$ cat config.mk
export PLATFORM = sky130hd
export DESIGN_NAME = domain_clk_div
export DESIGN_NICKNAME = d
export VERILOG_FILES = /design/src/rtl/clkdiv_pkg.sv /design/src/rtl/code_map.sv /design/src/rtl/div_core.sv /design/src/rtl/domain_clk_div.sv
export SDC_FILE = /design/constraint.sdc
export NUM_CORES = 1
export LEC_CHECK = 0
export BUFFER_PORTS_ARGS = -buffer_cell sky130_fd_sc_hd__buf_2
export CAP_MARGIN = 10
export CORE_ASPECT_RATIO = 0.5
export CORE_MARGIN = 1
export CORE_UTILIZATION = 45
export CTS_BUF_LIST = sky130_fd_sc_hd__clkbuf_2
export DETAILED_ROUTE_END_ITERATION = 7
export GPL_TIMING_DRIVEN = 0
export PLACE_DENSITY = 0.66
export SLEW_MARGIN = 20
export SYNTH_ARGS = -nofsm -noshare
export SYNTH_HDL_FRONTEND = slang
export SYNTH_HIERARCHICAL = 1
export SYNTH_SLANG_ARGS = --single-unit
$ cat constraint.sdc
create_clock -name clk -period 2.5 [get_ports clk]
set_input_delay 0 -clock clk [delete_from_list [all_inputs] [get_ports clk]]
set_output_delay 0 -clock clk [all_outputs]
set_load 0.005 [all_outputs]
$ cat src/rtl/clkdiv_pkg.sv
package clkdiv_pkg;

    localparam int CORE_DOMAINS  = 5;
    localparam int CORE_CODE_W   = 4;
    localparam int CORE_RATIO_W  = 6;
    localparam int USB_CODE_W    = 3;
    localparam int USB_RATIO_W   = USB_CODE_W + 1;
    localparam int PIX_CODE_W    = 9;
    localparam int PIX_RATIO_W   = PIX_CODE_W + 1;
    localparam int USB_CODE_LSB  = 25;
    localparam int USB_SEL_BIT   = 28;

    function automatic logic [CORE_RATIO_W-1:0] core_ratio(input logic [CORE_CODE_W-1:0] code);
        logic [CORE_RATIO_W-1:0] r;
        case (code)
            4'd0:    r = 6'd1;
            4'd1:    r = 6'd2;
            4'd2:    r = 6'd3;
            4'd3:    r = 6'd4;
            4'd4:    r = 6'd6;
            4'd5:    r = 6'd8;
            4'd6:    r = 6'd12;
            4'd7:    r = 6'd16;
            4'd8:    r = 6'd24;
            default: r = 6'd32;
        endcase
        return r;
    endfunction

endpackage

$ cat src/rtl/code_map.sv
module code_map #(
    parameter int CODE_W  = 4,
    parameter int RATIO_W = 6,
    parameter bit TABLE   = 1'b1
) (
    input  logic [CODE_W-1:0]  code,
    output logic [RATIO_W-1:0] ratio
);
    import clkdiv_pkg::*;

    generate
        if (TABLE) begin : g_table
            always_comb begin
                ratio = RATIO_W'(core_ratio(CORE_CODE_W'(code)));
            end
        end else begin : g_linear
            always_comb begin
                ratio = RATIO_W'(code) + RATIO_W'(1);
            end
        end
    endgenerate

endmodule

$ cat src/rtl/div_core.sv
module div_core #(
    parameter int CNT_W = 6
) (
    input  logic             clk,
    input  logic             rst,
    input  logic             bypass,
    input  logic [CNT_W-1:0] ratio_in,
    output logic             en_o
);
    localparam logic [CNT_W-1:0] ONE = CNT_W'(1);

    typedef struct packed {
        logic [CNT_W-1:0] cnt;
        logic [CNT_W-1:0] ratio;
        logic             en;
    } div_state_t;

    div_state_t s_d, s_q;
    logic       tc;

    always_comb begin
        s_d = s_q;
        tc  = (s_q.cnt == (s_q.ratio - ONE));
        if (rst) begin
            s_d.cnt   = '0;
            s_d.ratio = ratio_in;
            s_d.en    = 1'b0;
        end else if (bypass || tc) begin
            s_d.cnt   = '0;
            s_d.ratio = ratio_in;
            s_d.en    = 1'b1;
        end else begin
            s_d.cnt   = s_q.cnt + ONE;
            s_d.en    = 1'b0;
        end
    end

    always_ff @(posedge clk) begin
        s_q <= s_d;
    end

    assign en_o = s_q.en;

    // bypass forces an enable in the following cycle
    a_r7_bypass_high: assert property (@(posedge clk) disable iff (rst)
        bypass |=> s_q.en);

    // ratio is held while a period is running
    a_r8_ratio_hold: assert property (@(posedge clk) disable iff (rst)
        (!bypass && !tc) |=> $stable(s_q.ratio));

    // counter never reaches its ratio
    a_r9_cnt_bound: assert property (@(posedge clk) disable iff (rst)
        s_q.cnt < s_q.ratio);

    // a pulse is one cycle wide unless the ratio is one
    a_r10_one_wide: assert property (@(posedge clk) disable iff (rst)
        (s_q.en && !bypass && s_q.ratio != ONE) |=> !s_q.en);

endmodule

$ cat src/rtl/domain_clk_div.sv
module domain_clk_div
    import clkdiv_pkg::*;
(
    input  logic        clk,
    input  logic        rst,
    input  logic        pll_on,
    input  logic [31:0] ctrl_word,
    input  logic [8:0]  pix_word,
    input  logic        usb48_en,
    output logic        cpu_en,
    output logic        ahb_en,
    output logic        apb_en,
    output logic        lcd_en,
    output logic        mem_en,
    output logic        usb_en,
    output logic        pix_en
);
    logic [CORE_DOMAINS-1:0] core_en;
    logic                    usb_div_en;
    logic [USB_RATIO_W-1:0]  usb_ratio;
    logic [PIX_RATIO_W-1:0]  pix_ratio;
    logic                    unused_ctrl;

    assign unused_ctrl = ^{ctrl_word[31:29], ctrl_word[24:20]};

    genvar g;
    generate
        for (g = 0; g < CORE_DOMAINS; g++) begin : g_core
            logic [CORE_RATIO_W-1:0] ratio;
            code_map #(.CODE_W(CORE_CODE_W), .RATIO_W(CORE_RATIO_W), .TABLE(1'b1)) u_map (
                .code  (ctrl_word[CORE_CODE_W*g +: CORE_CODE_W]),
                .ratio (ratio)
            );
            div_core #(.CNT_W(CORE_RATIO_W)) u_div (
                .clk      (clk),
                .rst      (rst),
                .bypass   (~pll_on),
                .ratio_in (ratio),
                .en_o     (core_en[g])
            );
        end
    endgenerate

    code_map #(.CODE_W(USB_CODE_W), .RATIO_W(USB_RATIO_W), .TABLE(1'b0)) u_usb_map (
        .code  (ctrl_word[USB_CODE_LSB +: USB_CODE_W]),
        .ratio (usb_ratio)
    );
    div_core #(.CNT_W(USB_RATIO_W)) u_usb_div (
        .clk      (clk),
        .rst      (rst),
        .bypass   (1'b0),
        .ratio_in (usb_ratio),
        .en_o     (usb_div_en)
    );

    code_map #(.CODE_W(PIX_CODE_W), .RATIO_W(PIX_RATIO_W), .TABLE(1'b0)) u_pix_map (
        .code  (pix_word),
        .ratio (pix_ratio)
    );
    div_core #(.CNT_W(PIX_RATIO_W)) u_pix_div (
        .clk      (clk),
        .rst      (rst),
        .bypass   (1'b0),
        .ratio_in (pix_ratio),
        .en_o     (pix_en)
    );

    assign cpu_en = core_en[0];
    assign ahb_en = core_en[1];
    assign apb_en = core_en[2];
    assign lcd_en = core_en[3];
    assign mem_en = core_en[4];
    assign usb_en = ctrl_word[USB_SEL_BIT] ? usb48_en : usb_div_en;

endmodule

==> metrics.md <==
| Metric | Value |
|---|---|
| Outcome | complete, but fails checks |
| Failing checks | setup timing |
| Area Growth Syn to Fin | 22.0% |
| Routed len/inst | 13.0 µm |
| CP required | 2.84 ns |
| Layout Skew | 0.0429 ns |
| Max-slew violations | 0 |
| Rel. slew slack | 28.5% |
| Gp weighted congestion | 0.813 |
| Final WL | 11400 µm |
| Most frequent cells after synthesis | dfxtp_1 (51), edfxtp_1 (44), xor2_1 (44) |
| Hold Violations, Final | 0 |
| Area share of the largest cell type after synthesis | ~22% |
| Synth async-reset ratio | 0% |
| EDFF count, synth | 44 |
| Synth top area cells | edfxtp_1 (22%), dfxtp_1 (17%), xor2_1 (6.6%) |
| Final nets | 775 |
| Area occupied by multi-input gates | 3400 µm² |
| Final setup fails | 10 |
| Worst-Margin Slew | 1.07 ns |
| Worst-path clk slew | 0.27 ns |
| Detailed Place HPWL | 7370 µm |
| CTS Buf Count | 9 |
| Post-placement setup slack | -0.203 ns |
| Post-synth cell types | 66 |
| Final setup margin | -0.0104 ns |
| FF/Latch Area | 2340 µm² |
| Grt total ovfl | 0 |
| Root Buffer | clkbuf_2 |
| Cell row count | 29 |
| Pre-antenna DRT Iters | 4 |
| Worst-path fanout max | 5 |
| CP arrival | around 2.9 ns |
| Post-synthesis cell area | 5880 µm² |
| Period utilization | 100% |
| Pleak | 3.04 nW |
| Crit path kind | register to register |
| Overall routing resource usage | 17.8% |
| Fmax | roughly 400 MHz |
| Via-to-Cell Ratio | 5.16 |
| Setup crit end kind | register |
| Fillers | between 1000 and 1500 |
| Antenna Violating Nets Remaining | 0 |
| Unrepaired setup endpoints after global routing | yes |
| Die width | roughly 160 µm |
| Ports | 52 |
| DRC | 0 |
| Maximum root-to-sink buffer count | 2 |
| Clk Latency, worst-skew pair | 0.56 ns |
| Ys Warns | 6 |
| Die area | 13600 µm² |
| Sequential share of the synthesized area | 39.8% |
| Core footprint | ~13000 µm² |
| Die height | 82.8 µm |
| Fraction of layout cells with a size suffix above 1 | 20.3% |
| Pwr Density | 473 nW/µm² |
| Hold_ws | 0.233 ns |
| Vias | 4542 |
| First-pass GRT wire length | slightly below 20000 µm |
| TritonCTS clock tree | done |
| Initial antenna violation count | 1 |
| Port bufs | 38 |
| 1st-iter DRT viols | 169 |
| Yosys top cell by area | edfxtp_1 |
| CTS H-Tree Depth | 3 |
| Synthesized flop and latch total | 95 |
| Max_cap viols | 0 |
| Setup TNS | -0.0667 ns |
| Syn Area/Cell | 10.2 µm² |
| Synth Flop Type | dfxtp_1 |
| Sink Count | 95 |
| Hold Path Class | primary input to register |
| Vias in the first global route | 4444 |
| Fin crit period | 2.51 ns |
| Worst setup SP type | register |
| Cell with the most instances after synthesis | dfxtp_1 |
| Max VDD drop | 0.000224 V |
| Mapped Cells | 577 |
| Starting Density | 46.3% |
| Largest net degree at the start of global routing | 40 |
final timing paths:
check        cells after the start         startpoint  slack [ns]                 to
min reg2reg                      1  u_pix_div/s_q[11]        0.56  u_pix_div/s_q[11]
max reg2reg                      8   u_pix_div/s_q[2]       -0.01   u_pix_div/s_q[2]
min                              2                rst        0.23   u_usb_div/s_q[5]
max                              8   u_pix_div/s_q[2]       -0.01   u_pix_div/s_q[2]
logic make-up (layout without fill, tap and decap cells):
family | count (synthesis) | after routing | share of synthesized area, %
xor+xnor | 81 | 81 | 12.4
other cells | 1 | 13 | 0.0638
flops | 95 | 95 | 39.8
simple gates | 192 | 192 | 18.0
buf+inv | 61 | 181 | 4.42
compound gates | 115 | 116 | 18.6
fa+ha+maj | 26 | 26 | 5.53
mux | 6 | 6 | 1.11
power breakdown:
part | internal [mW] | switching [mW]
combinational | 0.356 | 0.387
sequential | 1.72 | 0.0693
clock | 0.331 | 0.526
total | 2.41 | 0.982
through the flow:
stage | cells | util [%] | power, mW | area (µm²)
floorplan | 588 | - | 2.29 | 5950
global placement | 796 | 50.0 | 2.44 | 6350
detailed placement | 796 | 50.0 | 2.46 | 6350
CTS | 875 | 56.0 | 3.41 | 7110
global route | 880 | 56.5 | 3.58 | 7180
finish | 880 | 56.5 | 3.39 | 7180
worst max-delay path, stage by stage (launching register included):
cell	delay (ns)
edfxtp_1	0.48
inv_2	0.11
ha_4	0.16
or4b_4	0.48
o2111ai_2	0.20
o211ai_1	0.11
o32a_1	0.22
buf_6	0.15
a211o_2	0.38
cells in the final DEF (no fill, tap or decap), types with 18 or more instances in the layout:
cell and n:
nor2_1 32, buf_4 21, edfxtp_1 44, buf_2 38
nor3_1 18, nand3_1 22, a21oi_1 38, dfxtp_1 51
nand2_1 43, xor2_1 44, dlygate4sd3_1 51, inv_1 39
xnor2_1 35, ha_1 25
registers in the layout (all words and copies together), names as in the netlist:
| signal | flops |
|---|---|
| u_usb_div/en_o | 1 |
| u_pix_div/s_q | 20 |
| g_core.u_div/s_q | 60 |
| u_pix_div/en_o | 1 |
| g_core.u_div/en_o | 5 |
| u_usb_div/s_q | 8 |
timing repair:
action	4_1_cts	5_1_grt
buffers inserted	11	5
resized for setup	4	5
endpoints found under the hold margin	44	0
endpoints found under the setup margin	12	15
hold buffers	51	0
gates cloned	1	0
pin swaps	1	3
metal layers:
| layer | track usage [%] | share of wire [%] | up-vias |
|---|---|---|---|
| met5 | 0 | 0 | - |
| met4 | 4.80 | 1.1 | 0 |
| met3 | 4.00 | 2.9 | 13 |
| met2 | 33.4 | 52 | 62 |
| met1 | 20.0 | 44 | 2146 |
| li1 | - | - | 2321 |
cell type report:
type,count,area share (%)
multi-input combinational,433,47.3
timing repair buffer,105,11.4
inverter,46,2.41
clock inverter,7,1.36
clock buffer,9,0.628
buffer,14,1.20
sequential,95,32.6
tap,170,2.96
antenna,1,0.0349
(Power assumes the default switching activity.)
